===== config.mk =====
export PLATFORM = sky130hd
export DESIGN_NAME = byte_alu
export DESIGN_NICKNAME = d
export VERILOG_FILES = /design/src/rtl/byte_alu_pkg.sv /design/src/rtl/alu_addsub.sv /design/src/rtl/alu_logic.sv /design/src/rtl/alu_rotate.sv /design/src/rtl/byte_alu.sv
export SDC_FILE = /design/constraint.sdc
export NUM_CORES = 1
export LEC_CHECK = 0
export BUFFER_PORTS_ARGS = -buffer_cell sky130_fd_sc_hd__buf_4
export CELL_PAD_IN_SITES_DETAIL_PLACEMENT = 1
export CELL_PAD_IN_SITES_GLOBAL_PLACEMENT = 2
export CORE_MARGIN = 1
export CORE_UTILIZATION = 33
export DETAILED_ROUTE_END_ITERATION = 6
export PLACE_DENSITY = 0.94
export SLEW_MARGIN = 20
export SYNTH_ARGS = -nofsm -noshare
export SYNTH_HDL_FRONTEND = slang
export SYNTH_SLANG_ARGS = --single-unit

===== constraint.sdc =====
create_clock -name clk_i -period 5.4 [get_ports clk_i]
set_input_delay 0.27 -clock clk_i [delete_from_list [all_inputs] [get_ports clk_i]]
set_output_delay 0.27 -clock clk_i [all_outputs]
set_load 0.005 [all_outputs]

===== src/rtl/byte_alu_pkg.sv =====
package byte_alu_pkg;
  localparam int FLAG_W = 8;
  localparam int OP_W   = 5;
  localparam int FL_C  = 0;
  localparam int FL_N  = 1;
  localparam int FL_PV = 2;
  localparam int FL_X  = 3;
  localparam int FL_H  = 4;
  localparam int FL_Y  = 5;
  localparam int FL_Z  = 6;
  localparam int FL_S  = 7;

  typedef enum logic [OP_W-1:0] {
    OP_ADD = 5'd0,  OP_ADC = 5'd1,  OP_SUB = 5'd2,  OP_SBC = 5'd3,
    OP_CMP = 5'd4,  OP_AND = 5'd5,  OP_OR  = 5'd6,  OP_XOR = 5'd7,
    OP_INC = 5'd8,  OP_DEC = 5'd9,  OP_RLC = 5'd10, OP_RL  = 5'd11,
    OP_RRC = 5'd12, OP_RR  = 5'd13, OP_CPL = 5'd14, OP_SCF = 5'd15,
    OP_CCF = 5'd16
  } alu_op_e;

  localparam logic [OP_W-1:0] OP_LAST = 5'd16;
endpackage


===== src/rtl/alu_addsub.sv =====
module alu_addsub
  import byte_alu_pkg::*;
#(
  parameter int DATA_W = 8
) (
  input  alu_op_e           op_i,
  input  logic [DATA_W-1:0] a_i,
  input  logic [DATA_W-1:0] b_i,
  input  logic [FLAG_W-1:0] flags_i,
  output logic [DATA_W-1:0] res_o,
  output logic [FLAG_W-1:0] flags_o
);
  localparam int MSB = DATA_W - 1;

  logic              is_sub, is_step, cin;
  logic [DATA_W-1:0] opb, hx;
  logic [DATA_W:0]   sum;
  logic              ovf;

  always_comb begin
    is_sub  = op_i inside {OP_SUB, OP_SBC, OP_CMP, OP_DEC};
    is_step = op_i inside {OP_INC, OP_DEC};
    opb     = is_step ? DATA_W'(1) : b_i;
    cin     = (op_i inside {OP_ADC, OP_SBC}) ? flags_i[FL_C] : 1'b0;
    if (is_sub) sum = {1'b0, a_i} - {1'b0, opb} - {{DATA_W{1'b0}}, cin};
    else        sum = {1'b0, a_i} + {1'b0, opb} + {{DATA_W{1'b0}}, cin};
    res_o = sum[MSB:0];
    hx    = a_i ^ opb ^ res_o;
    // sign rule: same-sign operands for add, differing for subtract
    ovf   = is_sub ? ((a_i[MSB] ^ opb[MSB]) & (a_i[MSB] ^ res_o[MSB]))
                   : (~(a_i[MSB] ^ opb[MSB]) & (a_i[MSB] ^ res_o[MSB]));
    flags_o        = '0;
    flags_o[FL_C]  = is_step ? flags_i[FL_C] : sum[DATA_W];
    flags_o[FL_N]  = is_sub;
    flags_o[FL_PV] = ovf;
    flags_o[FL_X]  = res_o[3];
    flags_o[FL_H]  = hx[4];
    flags_o[FL_Y]  = res_o[5];
    flags_o[FL_Z]  = (res_o == '0);
    flags_o[FL_S]  = res_o[MSB];
  end
endmodule


===== src/rtl/alu_logic.sv =====
module alu_logic
  import byte_alu_pkg::*;
#(
  parameter int DATA_W = 8
) (
  input  alu_op_e           op_i,
  input  logic [DATA_W-1:0] a_i,
  input  logic [DATA_W-1:0] b_i,
  input  logic [FLAG_W-1:0] flags_i,
  output logic [DATA_W-1:0] res_o,
  output logic [FLAG_W-1:0] flags_o
);
  localparam int MSB = DATA_W - 1;

  always_comb begin
    flags_o = flags_i;
    unique case (op_i)
      OP_AND:  res_o = a_i & b_i;
      OP_OR:   res_o = a_i | b_i;
      OP_XOR:  res_o = a_i ^ b_i;
      default: res_o = ~a_i;
    endcase
    if (op_i == OP_CPL) begin
      flags_o[FL_N] = 1'b1;
      flags_o[FL_H] = 1'b1;
    end else begin
      flags_o[FL_C]  = 1'b0;
      flags_o[FL_N]  = 1'b0;
      flags_o[FL_PV] = ~^res_o;
      flags_o[FL_H]  = (op_i == OP_AND);
      flags_o[FL_Z]  = (res_o == '0);
      flags_o[FL_S]  = res_o[MSB];
    end
    flags_o[FL_X] = res_o[3];
    flags_o[FL_Y] = res_o[5];
  end
endmodule


===== src/rtl/alu_rotate.sv =====
module alu_rotate
  import byte_alu_pkg::*;
#(
  parameter int DATA_W = 8
) (
  input  alu_op_e           op_i,
  input  logic [DATA_W-1:0] a_i,
  input  logic [FLAG_W-1:0] flags_i,
  output logic [DATA_W-1:0] res_o,
  output logic [FLAG_W-1:0] flags_o
);
  localparam int MSB = DATA_W - 1;

  logic c_old;

  always_comb begin
    c_old   = flags_i[FL_C];
    flags_o = flags_i;
    res_o   = a_i;
    flags_o[FL_N] = 1'b0;
    flags_o[FL_H] = 1'b0;
    unique case (op_i)
      OP_RLC: begin res_o = {a_i[MSB-1:0], a_i[MSB]}; flags_o[FL_C] = a_i[MSB]; end
      OP_RL:  begin res_o = {a_i[MSB-1:0], c_old};    flags_o[FL_C] = a_i[MSB]; end
      OP_RRC: begin res_o = {a_i[0], a_i[MSB:1]};     flags_o[FL_C] = a_i[0];   end
      OP_RR:  begin res_o = {c_old, a_i[MSB:1]};      flags_o[FL_C] = a_i[0];   end
      OP_SCF: flags_o[FL_C] = 1'b1;
      default: begin
        flags_o[FL_C] = ~c_old;
        flags_o[FL_H] = c_old;
      end
    endcase
    // only rotates publish result bits; carry ops keep X/Y
    if (op_i inside {OP_RLC, OP_RL, OP_RRC, OP_RR}) begin
      flags_o[FL_X] = res_o[3];
      flags_o[FL_Y] = res_o[5];
    end
  end
endmodule


===== src/rtl/byte_alu.sv =====
module byte_alu
  import byte_alu_pkg::*;
#(
  parameter int DATA_W = 8
) (
  input  logic              clk_i,
  input  logic              rst_ni,
  input  logic              op_valid_i,
  input  logic [OP_W-1:0]   op_i,
  input  logic [DATA_W-1:0] a_i,
  input  logic [DATA_W-1:0] b_i,
  output logic [DATA_W-1:0] result_o,
  output logic [FLAG_W-1:0] flags_o
);
  alu_op_e           op;
  logic [FLAG_W-1:0] flags_q, flags_d;
  logic [DATA_W-1:0] res;
  logic [DATA_W-1:0] as_res, lg_res, rt_res;
  logic [FLAG_W-1:0] as_fl, lg_fl, rt_fl;

  assign op = alu_op_e'(op_i);

  alu_addsub #(.DATA_W(DATA_W)) u_addsub (
    .op_i(op), .a_i(a_i), .b_i(b_i), .flags_i(flags_q),
    .res_o(as_res), .flags_o(as_fl)
  );

  alu_logic #(.DATA_W(DATA_W)) u_logic (
    .op_i(op), .a_i(a_i), .b_i(b_i), .flags_i(flags_q),
    .res_o(lg_res), .flags_o(lg_fl)
  );

  alu_rotate #(.DATA_W(DATA_W)) u_rotate (
    .op_i(op), .a_i(a_i), .flags_i(flags_q),
    .res_o(rt_res), .flags_o(rt_fl)
  );

  always_comb begin
    res     = a_i;
    flags_d = flags_q;
    case (op)
      OP_ADD, OP_ADC, OP_SUB, OP_SBC, OP_INC, OP_DEC: begin
        res = as_res; flags_d = as_fl;
      end
      OP_CMP: flags_d = as_fl;  // difference discarded
      OP_AND, OP_OR, OP_XOR, OP_CPL: begin
        res = lg_res; flags_d = lg_fl;
      end
      OP_RLC, OP_RL, OP_RRC, OP_RR, OP_SCF, OP_CCF: begin
        res = rt_res; flags_d = rt_fl;
      end
      default: ;
    endcase
  end

  always_ff @(posedge clk_i or negedge rst_ni) begin
    if (!rst_ni)         flags_q <= '0;
    else if (op_valid_i) flags_q <= flags_d;
  end

  assign result_o = res;
  assign flags_o  = flags_q;

  assert_hold_R2: assert property (@(posedge clk_i) disable iff (!rst_ni)
    !op_valid_i |=> flags_q == $past(flags_q));

  assert_cmp_keeps_a_R5: assert property (@(posedge clk_i) disable iff (!rst_ni)
    op_i == OP_CMP |-> result_o == a_i);

  assert_logic_clear_R6: assert property (@(posedge clk_i) disable iff (!rst_ni)
    (op_valid_i && op_i inside {OP_AND, OP_OR, OP_XOR})
      |=> !flags_q[FL_C] && !flags_q[FL_N] && flags_q[FL_H] == $past(op_i == OP_AND));

  assert_step_carry_R7: assert property (@(posedge clk_i) disable iff (!rst_ni)
    (op_valid_i && op_i inside {OP_INC, OP_DEC})
      |=> flags_q[FL_C] == $past(flags_q[FL_C]));

  assert_rot_keep_R8: assert property (@(posedge clk_i) disable iff (!rst_ni)
    (op_valid_i && op_i inside {OP_RLC, OP_RL, OP_RRC, OP_RR})
      |=> flags_q[FL_S] == $past(flags_q[FL_S]) && flags_q[FL_Z] == $past(flags_q[FL_Z])
          && flags_q[FL_PV] == $past(flags_q[FL_PV]) && !flags_q[FL_N] && !flags_q[FL_H]);

  assert_scf_R10: assert property (@(posedge clk_i) disable iff (!rst_ni)
    (op_valid_i && op_i == OP_SCF) |=> flags_q[FL_C] && !flags_q[FL_N] && !flags_q[FL_H]);

  assert_ccf_R10: assert property (@(posedge clk_i) disable iff (!rst_ni)
    (op_valid_i && op_i == OP_CCF)
      |=> flags_q[FL_C] != $past(flags_q[FL_C]) && flags_q[FL_H] == $past(flags_q[FL_C]));

  assert_undef_R12: assert property (@(posedge clk_i) disable iff (!rst_ni)
    (op_i > OP_LAST) |-> result_o == a_i ##1 $stable(flags_q));
endmodule


==> results of run 1 <==
worst paths after layout:
kind                             from     endpoint  cells past startpoint
min in group asynchronous      rst_ni   flags_o[4]                      2
max in group asynchronous      rst_ni   flags_o[5]                      2
max reg2reg                flags_o[0]   flags_o[6]                     13
min reg2reg                flags_o[4]   flags_o[4]                      2
min                        op_valid_i   flags_o[4]                      3
max                        flags_o[0]  result_o[6]                     13
power by group through the flow:
stage / sequential, W / clock, W / combinational (W)
finish: 0.0000816 / 0.0000736 / 0.000353
global route: 0.0000833 / 0.0000765 / 0.000392
CTS: 0.0000821 / 0.0000742 / 0.000353
detailed placement: 0.0000829 / 0 / 0.000351
global placement: 0.0000817 / 0 / 0.000341
floorplan: 0.0000821 / 0 / 0.000231
per-stage QoR:
stage          hold slack, ns  util [%]  setup WS, ns  total power, W
4_1_cts                 0.330      40.3         0.757        0.000509
5_1_grt                 0.342      40.3         0.404        0.000552
3_5_place_dp           0.0919      39.6         0.792        0.000434
3_3_place_gp           0.0918      39.6          1.01        0.000423
6_report                0.327      40.3         0.730        0.000508
2_1_floorplan         -0.0256         -          1.31        0.000313
per-layer routing:
layer / routed length, um / vias up / global-route usage (%)
met2: 4130 / 68 / 38.2
met5: 0 / - / 0
met3: 287 / 12 / 1.26
met1: 4040 / 1352 / 28.2
li1: - / 1374 / -
met4: 183 / 0 / 5.91
cells in the mapped netlist (all sizes together) (4+ instances only):
master   n
nor2    54
ha      41
inv     36
a21oi   28
nand2   27
o21ai   16
xnor2   14
buf     10
nor3    10
a31oi    8
dfrtp    8
mux2i    8
o22ai    7
clkbuf   6
nand2b   6
xor2     6
a222oi   5
a22oi    5
or2      5
fa       4
nand3    4
nand3b   4
nor3b    4
nor4     4
o21bai   4
o221ai   4
o311ai   4
kinds of logic (layout without fill, tap and decap cells):
logic type / Yosys count / after routing
AO/OA/AOI/OAI: 99 / 99
XOR/XNOR: 20 / 20
adder cells (fa/ha/maj): 45 / 45
buffers and inverters: 52 / 81
flip-flops: 8 / 8
multiplexers: 9 / 9
AND/OR/NAND/NOR: 133 / 133
worst register-to-register path, cell delays in order (launching register included):
cell and delay (ns):
dfrtp_1 0.42, nand2_1 0.12, nor4_1 0.66, fa_1 0.57
ha_1 0.21, or2_2 0.28, fa_1 0.42, nand2b_1 0.19
a2111oi_0 0.41, or3_1 0.22, xnor2_1 0.07, mux2i_1 0.25
nand4_1 0.16, o31ai_2 0.19
cell usage in the layout, fill, tap and decap left out, types with 4 or more instances in the layout:
master     n
fa_1       4
dfrtp_1    8
a21oi_1   28
o221ai_1   4
nor2_1    54
nand3_1    4
a31oi_1    8
buf_4     41
nand3b_1   4
or2_2      4
ha_1      41
xor2_1     6
o22ai_1    7
o21ai_0   14
mux2i_1    8
nand2b_1   6
inv_1     35
a222oi_1   5
nor3b_1    4
nor4_1     4
xnor2_1   14
a22oi_1    4
nand2_1   27
nor3_1     9
area by class of cell:
cell class	instances	area [sq um]	share of cell area, %
flip-flops and latches	8	200	6.67
clock buffers	3	41.3	1.38
repair buffers	42	318	10.6
inverters	36	135	4.50
multi-input cells	306	2180	72.7
well taps	99	124	4.13
==> results.py, run 1 <==
metrics = {
    "yosys": {
        "synth_seq_cells": 8,
        "synth_top_family_by_area": "compound AO/OA/AOI/OAI gates",
        "synth_simple_gate_area_share_pct": 24.7,
        "netlist_area_sq_um": 2600,
        "postSynth.asyncResetShare_pct": 100,
        "synth_largest_type_area_fraction_pct": 19.7,
        "synthMuxAreaShare_pct": 3.51,
        "ys_types": 60,
        "syn_area_per_cell_sq_um": 7.10,
        "synth_edf_count": 0,
        "seq_area_frac_synth_pct": 7.70,
        "synth_warnings": 0,
        "synth_compound_area_share_pct": 26.1,
        "synth_nets": 435,
        "synth_xor_area_share_pct": 6.74,
        "synthFlopType": "dfrtp_1",
        "synth_cells": 366,
        "synth.area.top_cells": "ha_1 (20%), nor2_1 (7.8%), dfrtp_1 (7.7%)",
        "synth_fa_ha_area_share_pct": 22.8,
        "synth_area_leader_cell": "ha_1",
    },
    "drt": {
        "drtAntennaViolNets": 0,
        "wl_per_cell_um": 17.5,
        "drt-initial-drc-count": 116,
        "drc": 0,
        "vias_per_cell": 5.68,
        "totalWireLength_um": 8640,
        "firstDrtPassIters": 4,
        "vias": 2806,
    },
    "grt": {
        "grt_pass1_wl_um": 14400,
        "grt_pass1_vias": 2859,
        "track_usage_pct": 21.6,
        "globalRouteOverflowTotal": 0,
        "grt_max_degree": 41,
        "grt_antenna_before_repair": 0,
    },
    "clocking": {
        "cts-htree-levels": 1,
        "clk_latency_ns": 0.23,
        "clockBufferDepth": 2,
        "clock_sinks": 8,
        "post_cts_buffers": 0,
        "root_buffer": "clkbuf_8",
        "numCtsBuffers": 3,
        "ctsHoldBuffers": 1,
        "cts_resized": 0,
        "clkSlewWorstSetupHoldPaths_ns": 0.04,
        "cts_tree": "built",
    },
    "critical_path": {
        "path_max_fanout": 5,
        "crit_required_ns": 5.13,
        "cpPeakStageDelay_ns": 0.66,
        "endpoint_kind": "output pin",
        "crit_buf_inv": 1,
        "cp-start-kind": "register",
        "crit_type": "reg2out",
        "crit_arrival_ns": 4.40,
        "cp_slowest_cell": "nor4_1",
        "rrSetupSlack_ns": 1.16,
        "cpMostUsedCell": "fa_1",
        "cp_top_family": "simple AND/OR/NAND/NOR gates",
        "path_cells": "nand2_1, nor4_1, fa_1, ha_1, or2_2, fa_1, nand2b_1, a2111oi_0, or3_1, xnor2_1, mux2i_1, o221ai_1, buf_4",
    },
    "layout": {
        "stdcell_area_sq_um": 3000,
        "largest_reg_flops": 8,
        "nets": 466,
        "insertedDiodeCount": 0,
        "layout-drive-gt1-share_pct": 14.2,
        "stdcell_count": 494,
        "fillCellCount": 960,
        "area_growth_pct": 15.5,
    },
    "timing": {
        "min_period_ns": 4.67,
        "max_freq_ghz": 0.214,
        "setup-violations-final": 0,
        "rsz0062_at_grt": "false",
        "finalSetupTns_ns": 0,
        "worstMarginPinSlew_ns": 0.987,
        "slew_viol_final": 0,
        "final_hold_viol_count": 0,
        "fin_crit_sh_pct": 86.5,
        "slew_headroom_pct": 34.0,
        "finClkSkew_ns": 0.00201,
    },
    "placement": {
        "portBuffers": 39,
        "place_area_sq_um": 2950,
        "dp_hpwl_um": 7240,
        "gp_congestion": 0.878,
        "dp_cells": 490,
    },
    "die": {
        "start_util_pct": 34.9,
        "die_w_um": 90.7,
        "pin_count": 40,
        "die_h_um": 90.7,
        "die-area_sq_um": 8230,
        "num_rows": 31,
        "core_region_area_sq_um": 7450,
    },
    "power_and_ir_drop": {
        "seq_power_share_pct": 16.1,
        "combPwrFrac_pct": 69.5,
        "p_sw_share_pct": 45.9,
        "internal_power_w": 0.000275,
        "pwr-share-clk_pct": 14.5,
        "p_sw_w": 0.000234,
        "irDropWorstVdd_v": 0.0000504,
        "leakage_nw": 1.37,
        "power.density_nw_per_um2": 169,
    },
    "flow_run": {
        "drv_cap": 0,
    },
    "worst_hold_path": {
        "min_path_type": "in2reg",
    },
    "status": {
        "status": "finished clean",
    },
}
Power figures use the tool's default switching activity.
==> inputs of run 2 (changes only) <==
--- a/config.mk
+++ b/config.mk
@@ -5,13 +5,13 @@
 export SDC_FILE = /design/constraint.sdc
 export NUM_CORES = 1
 export LEC_CHECK = 0
-export BUFFER_PORTS_ARGS = -buffer_cell sky130_fd_sc_hd__buf_4
 export CELL_PAD_IN_SITES_DETAIL_PLACEMENT = 1
 export CELL_PAD_IN_SITES_GLOBAL_PLACEMENT = 2
 export CORE_MARGIN = 1
-export CORE_UTILIZATION = 33
+export CORE_UTILIZATION = 37
 export DETAILED_ROUTE_END_ITERATION = 6
-export PLACE_DENSITY = 0.94
+export DONT_BUFFER_PORTS = 1
+export PLACE_DENSITY_LB_ADDON = 0.1
 export SLEW_MARGIN = 20
 export SYNTH_ARGS = -nofsm -noshare
 export SYNTH_HDL_FRONTEND = slang
==> run 2 against run 1 <==
- the run now ends with DRC left
- via count is 5.4% lower
- register-to-register slack better by 0.14 ns
- worst hold slack worse by 0.11 ns
- global-route usage is 2.7 points higher
- first-iteration DRC count is 20% higher
- clock power is 1% lower
- non-clock buffer count is 39 lower
- die area is 11% lower
- maximum frequency is 4.4% higher
- flip-flop and latch count stayed put
- combinational power is 18% lower
- clock skew is 0.0015 ns lower
- highest routed layer unchanged
==> results.py, run 2 (synthesis gave the netlist of run 1 again) <==
metrics = {
    "status": {
        "violations": "DRC",
        "status": "complete, but fails checks",
    },
    "die": {
        "die-area_sq_um": 7360,
        "pin_count": 40,
        "num_rows": 30,
        "die_h_um": 85.8,
        "start_util_pct": 38.3,
        "die_w_um": 85.8,
        "core_region_area_sq_um": 6790,
    },
    "layout": {
        "area_growth_pct": 4.04,
        "ff_latch_area_sq_um": 200,
        "nets": 427,
        "mostFrequentLayoutCell": "nor2_1",
        "final_cell_mix": "nor2_1 (54), ha_1 (41), inv_1 (35), a21oi_1 (28), nand2_1 (27)",
        "layout-drive-gt1-share_pct": 4.78,
        "stdcell_count": 452,
        "fillCellCount": 877,
        "largest_reg_flops": 8,
        "insertedDiodeCount": 0,
        "multi_input_area_sq_um": 2180,
    },
    "timing": {
        "slew_viol_final": 0,
        "slew_headroom_pct": 33.4,
        "finClkSkew_ns": 0.000521,
        "max_freq_ghz": 0.224,
        "setup-violations-final": 0,
        "worstMarginPinSlew_ns": 0.995,
        "finalSetupTns_ns": 0,
        "rsz0062_at_grt": "false",
        "min_period_ns": 4.47,
        "fin_crit_sh_pct": 82.8,
        "final_hold_viol_count": 0,
    },
    "critical_path": {
        "crit_type": "reg2out",
        "path_cells": "nand2_1, nor4_1, fa_1, ha_1, or2_2, fa_1, nand2b_1, a2111oi_0, or3_1, xnor2_1, mux2i_1, o221ai_1",
        "path_max_fanout": 5,
        "cp-start-kind": "register",
        "crit_buf_inv": 0,
        "r2r_start": "flags_o[0]",
        "cp_top_family": "simple AND/OR/NAND/NOR gates",
        "crit_arrival_ns": 4.20,
        "setup.worst_path.start": "flags_o[0]",
        "cpPeakStageDelay_ns": 0.60,
        "cpMostUsedCell": "fa_1",
        "cp_slowest_cell": "nor4_1",
        "crit_required_ns": 5.13,
        "endpoint_kind": "output pin",
    },
    "grt": {
        "grt_antenna_before_repair": 0,
        "grt_pass1_wl_um": 13900,
        "grt_pass1_vias": 2578,
        "grt_max_degree": 41,
        "globalRouteOverflowTotal": 0,
        "track_usage_pct": 24.4,
    },
    "placement": {
        "dp_cells": 448,
        "gp_congestion": 0.861,
        "dp_hpwl_um": 7250,
        "portBuffers": 0,
    },
    "drt": {
        "firstDrtPassIters": 7,
        "vias": 2654,
        "totalWireLength_um": 8820,
        "drtAntennaViolNets": 0,
        "drc": 3,
        "drt-initial-drc-count": 139,
        "wl_per_cell_um": 19.5,
        "vias_per_cell": 5.87,
    },
    "flow_run": {
        "drv_cap": 0,
    },
    "clocking": {
        "clk_latency_ns": 0.23,
        "cts_tree": "built",
        "clkSlewWorstSetupHoldPaths_ns": 0.04,
        "numCtsBuffers": 3,
        "clock_sinks": 8,
        "cts-htree-levels": 1,
        "clockBufferDepth": 2,
        "root_buffer": "clkbuf_8",
        "post_cts_buffers": 0,
    },
    "worst_hold_path": {
        "min_path_type": "in2reg",
        "min-delay-start": "op_valid_i",
    },
    "power_and_ir_drop": {
        "irDropWorstVdd_v": 0.0000482,
        "power.density_nw_per_um2": 165,
        "leakage_nw": 1.18,
    },
}
==> run 2: changes by cell type in the layout (fill, tap and decap cells not counted) <==
cell | previous run | this run
buf_4 | 41 | 2
==> run 2: repair_timing <==
action	4_1_cts	5_1_grt
hold buffers	1	0
hold endpoints to repair	8	0
resized for setup	0	0
==> run 2: where the power goes <==
part | switching [W] | internal, W | total, W
clock network | 0.0000244 | 0.0000484 | 0.0000727
registers | 0.0000109 | 0.0000730 | 0.0000840
logic | 0.000171 | 0.000119 | 0.000290
total | 0.000206 | 0.000240 | 0.000446
==> run 2: layout make-up <==
| cell class | count | area share (%) |
|---|---|---|
| multi-input combinational | 306 | 80.7 |
| sequential | 8 | 7.40 |
| inverter | 36 | 5.00 |
| tap | 96 | 4.44 |
| clock buffer | 3 | 1.53 |
| timing repair buffer | 3 | 0.925 |
==> run 2: final timing paths <==
kind                               end  slack (ns)  cells after the start
max reg2reg                 flags_o[6]        1.30                     13
max                        result_o[6]        0.93                     12
min                         flags_o[1]        0.22                      2
min reg2reg                 flags_o[1]        0.54                      2
min in group asynchronous   flags_o[1]        0.39                      1
max in group asynchronous   flags_o[5]        4.75                      1
==> run 2: per-stage QoR <==
| step | setup slack [ns] | area (sq um) | util (%) | total power, W | hold WS [ns] |
|---|---|---|---|---|---|
| after floorplan | 1.31 | 2600 | - | 0.000313 | -0.0256 |
| after detailed placement | 1.22 | 2650 | 39.0 | 0.000371 | -0.0254 |
| after global routing | 0.638 | 2700 | 39.8 | 0.000486 | 0.230 |
| after global placement | 1.30 | 2650 | 39.0 | 0.000366 | -0.0254 |
| after CTS | 0.957 | 2700 | 39.8 | 0.000449 | 0.215 |
| final | 0.927 | 2700 | 39.8 | 0.000446 | 0.215 |
==> run 2: per-layer routing <==
metal  track usage (%)  wire length (um)  vias to the layer above
met5                 0                 0                        -
met4              3.48                62                        0
met3              1.15               276                        5
met2              44.1              4320                       60
met1              32.7              4160                     1290
li1                  -                 -                     1299
==> inputs of run 3 (changes only) <==
--- a/config.mk
+++ b/config.mk
@@ -8,7 +8,7 @@
 export CELL_PAD_IN_SITES_DETAIL_PLACEMENT = 1
 export CELL_PAD_IN_SITES_GLOBAL_PLACEMENT = 2
 export CORE_MARGIN = 1
-export CORE_UTILIZATION = 37
+export CORE_UTILIZATION = 33
 export DETAILED_ROUTE_END_ITERATION = 6
 export DONT_BUFFER_PORTS = 1
 export PLACE_DENSITY_LB_ADDON = 0.1
==> constraint.sdc (replaced) <==
create_clock -name clk_i -period 3.7 [get_ports clk_i]
set_input_delay 0.185 -clock clk_i [delete_from_list [all_inputs] [get_ports clk_i]]
set_output_delay 0.185 -clock clk_i [all_outputs]
set_load 0.005 [all_outputs]
==> run 3 against run 2 <==
- the run now ends clean
- sequential power grew 44%
- clock skew increased by 0.0048 ns
- first-iteration DRC count up 12%
- combinational power is 61% higher
- register-to-register slack got worse by 0.98 ns
- design area increased by 5.6%
- critical path depth increased by 2
- clock-buffer cell count did not move
- sequential share of layout area shrank 0.40 points
- non-clock buffer count increased by 9
- clock power grew 42%
- worst setup slack worse by 0.75 ns
==> results.py, run 3 (synthesis gave the netlist of run 1 again) <==
metrics = {
    "die": {
        "die_h_um": 90.7,
        "die-area_sq_um": 8230,
        "core_region_area_sq_um": 7450,
        "die_w_um": 90.7,
        "pin_count": 40,
        "start_util_pct": 34.9,
        "num_rows": 31,
    },
    "flow_run": {
        "drv_cap": 0,
    },
    "layout": {
        "fillCellCount": 965,
        "stdcell_count": 464,
        "insertedDiodeCount": 0,
        "area_growth_pct": 9.92,
        "layout-drive-gt1-share_pct": 10.4,
        "multi_input_area_sq_um": 2260,
        "final_cell_mix": "nor2_1 (54), ha_1 (39), inv_1 (35), a21oi_1 (28), nand2_1 (26)",
        "mostFrequentLayoutCell": "nor2_1",
        "nets": 436,
        "ff_latch_area_sq_um": 200,
        "largest_reg_flops": 8,
    },
    "timing": {
        "finalSetupTns_ns": 0,
        "max_freq_ghz": 0.284,
        "rsz0062_at_grt": "false",
        "final_hold_viol_count": 0,
        "setup_ws_ns": 0.179,
        "fin_crit_sh_pct": 95.2,
        "setup-violations-final": 0,
        "worstMarginPinSlew_ns": 0.684,
        "finClkSkew_ns": 0.00532,
        "slew_headroom_pct": 54.3,
        "min_period_ns": 3.52,
        "slew_viol_final": 0,
    },
    "critical_path": {
        "crit_arrival_ns": 3.34,
        "endpoint_kind": "output pin",
        "crit_type": "reg2out",
        "cp-start-kind": "register",
        "path_max_fanout": 2,
        "crit_required_ns": 3.51,
    },
    "clocking": {
        "clockBufferDepth": 2,
        "cts_tree": "built",
        "cts-htree-levels": 1,
        "clkSlewWorstSetupHoldPaths_ns": 0.04,
        "numCtsBuffers": 3,
        "root_buffer": "clkbuf_8",
        "clock_sinks": 8,
        "clk_latency_ns": 0.23,
    },
    "placement": {
        "dp_slack_ns": 0.103,
        "portBuffers": 0,
        "dp_cells": 455,
        "gp_congestion": 0.794,
        "dp_hpwl_um": 7500,
    },
    "grt": {
        "busiest_layer": "met2",
        "grt_pass1_vias": 2818,
        "grt_antenna_before_repair": 0,
        "grt_max_degree": 41,
        "grt_pass1_wl_um": 15400,
        "globalRouteOverflowTotal": 0,
        "use_met1_pct": 30.8,
        "grt_use_met3_pct": 3.37,
        "met2_usage_pct": 40.8,
        "track_usage_pct": 23.5,
    },
    "drt": {
        "wl_per_cell_um": 20.3,
        "vias_per_cell": 5.75,
        "totalWireLength_um": 9400,
        "drtAntennaViolNets": 0,
        "drt-initial-drc-count": 156,
        "firstDrtPassIters": 5,
        "vias": 2669,
        "drc": 0,
    },
    "power_and_ir_drop": {
        "p_sw_w": 0.000313,
        "power.density_nw_per_um2": 242,
        "internal_power_w": 0.000377,
        "irDropWorstVdd_v": 0.0000973,
        "p_sw_share_pct": 45.4,
        "combPwrFrac_pct": 67.6,
        "fin_total_pwr_w": 0.000690,
        "leakage_nw": 1.23,
        "pwr-share-clk_pct": 14.9,
        "seq_power_share_pct": 17.5,
    },
    "status": {
        "status": "finished clean",
    },
    "worst_hold_path": {
        "min_path_type": "in2reg",
    },
}
[run 3: layer usage]
| layer | share of wire [%] | up-vias |
|---|---|---|
| met5 | 0 | - |
| met4 | 1.4 | 0 |
| met3 | 3.9 | 10 |
| met2 | 48 | 57 |
| met1 | 47 | 1291 |
| li1 | - | 1311 |
[run 3: repair_timing]
| item | 4_1_cts | 5_1_grt |
|---|---|---|
| resized for setup | 9 | 4 |
| endpoints found under the setup margin | 1 | 3 |
| hold endpoints to repair | 8 | 0 |
| pin swaps | 8 | 7 |
| buffers inserted | 3 | 2 |
| hold buffers | 1 | 0 |
[run 3: critical path: stages, from the launching register on]
cell and delay [ns]:
dfrtp_1 0.39, nand2_2 0.10, nor4_4 0.05, fa_1 0.51, buf_4 0.12, inv_1 0.03
ha_2 0.16, or2_4 0.24, fa_2 0.34, nand2b_4 0.17, a2111oi_4 0.37, or3_4 0.20
xnor2_2 0.11, mux2i_2 0.10, o221ai_2 0.22
[run 3: path summary, 6_finish.rpt]
path,startpoint,endpoint,slack [ns],depth (start not counted)
max,flags_o[0],result_o[6],0.18,14
min,op_valid_i,flags_o[1],0.13,2
max reg2reg,flags_o[0],flags_o[6],0.32,15
min reg2reg,flags_o[1],flags_o[1],0.54,2
max in group asynchronous,rst_ni,flags_o[5],3.11,1
min in group asynchronous,rst_ni,flags_o[4],0.31,1
[run 3: final cells by class]
cell class	instances	area share, %
inverters	36	4.73
multi-input cells	306	79.2
clock buffers	3	1.45
repair buffers	12	3.24
flip-flops and latches	8	7.01
well taps	99	4.34
[run 3: metrics by stage]
step           hold WS (ns)  utilization, %  instance area [sq um]
6_report              0.134            38.4                   2860
5_1_grt               0.159            38.4                   2860
4_1_cts               0.133            37.9                   2830
3_5_place_dp         -0.110            36.2                   2700
3_3_place_gp         -0.110            36.2                   2700
2_1_floorplan        -0.111               -                   2620
[run 3: power groups by stage]
stage | logic [W] | clock network, W | registers [W]
floorplan | 0.000339 | 0 | 0.000120
global placement | 0.000425 | 0 | 0.000121
detailed placement | 0.000428 | 0 | 0.000122
CTS | 0.000454 | 0.000106 | 0.000122
global route | 0.000526 | 0.000107 | 0.000123
finish | 0.000467 | 0.000103 | 0.000121
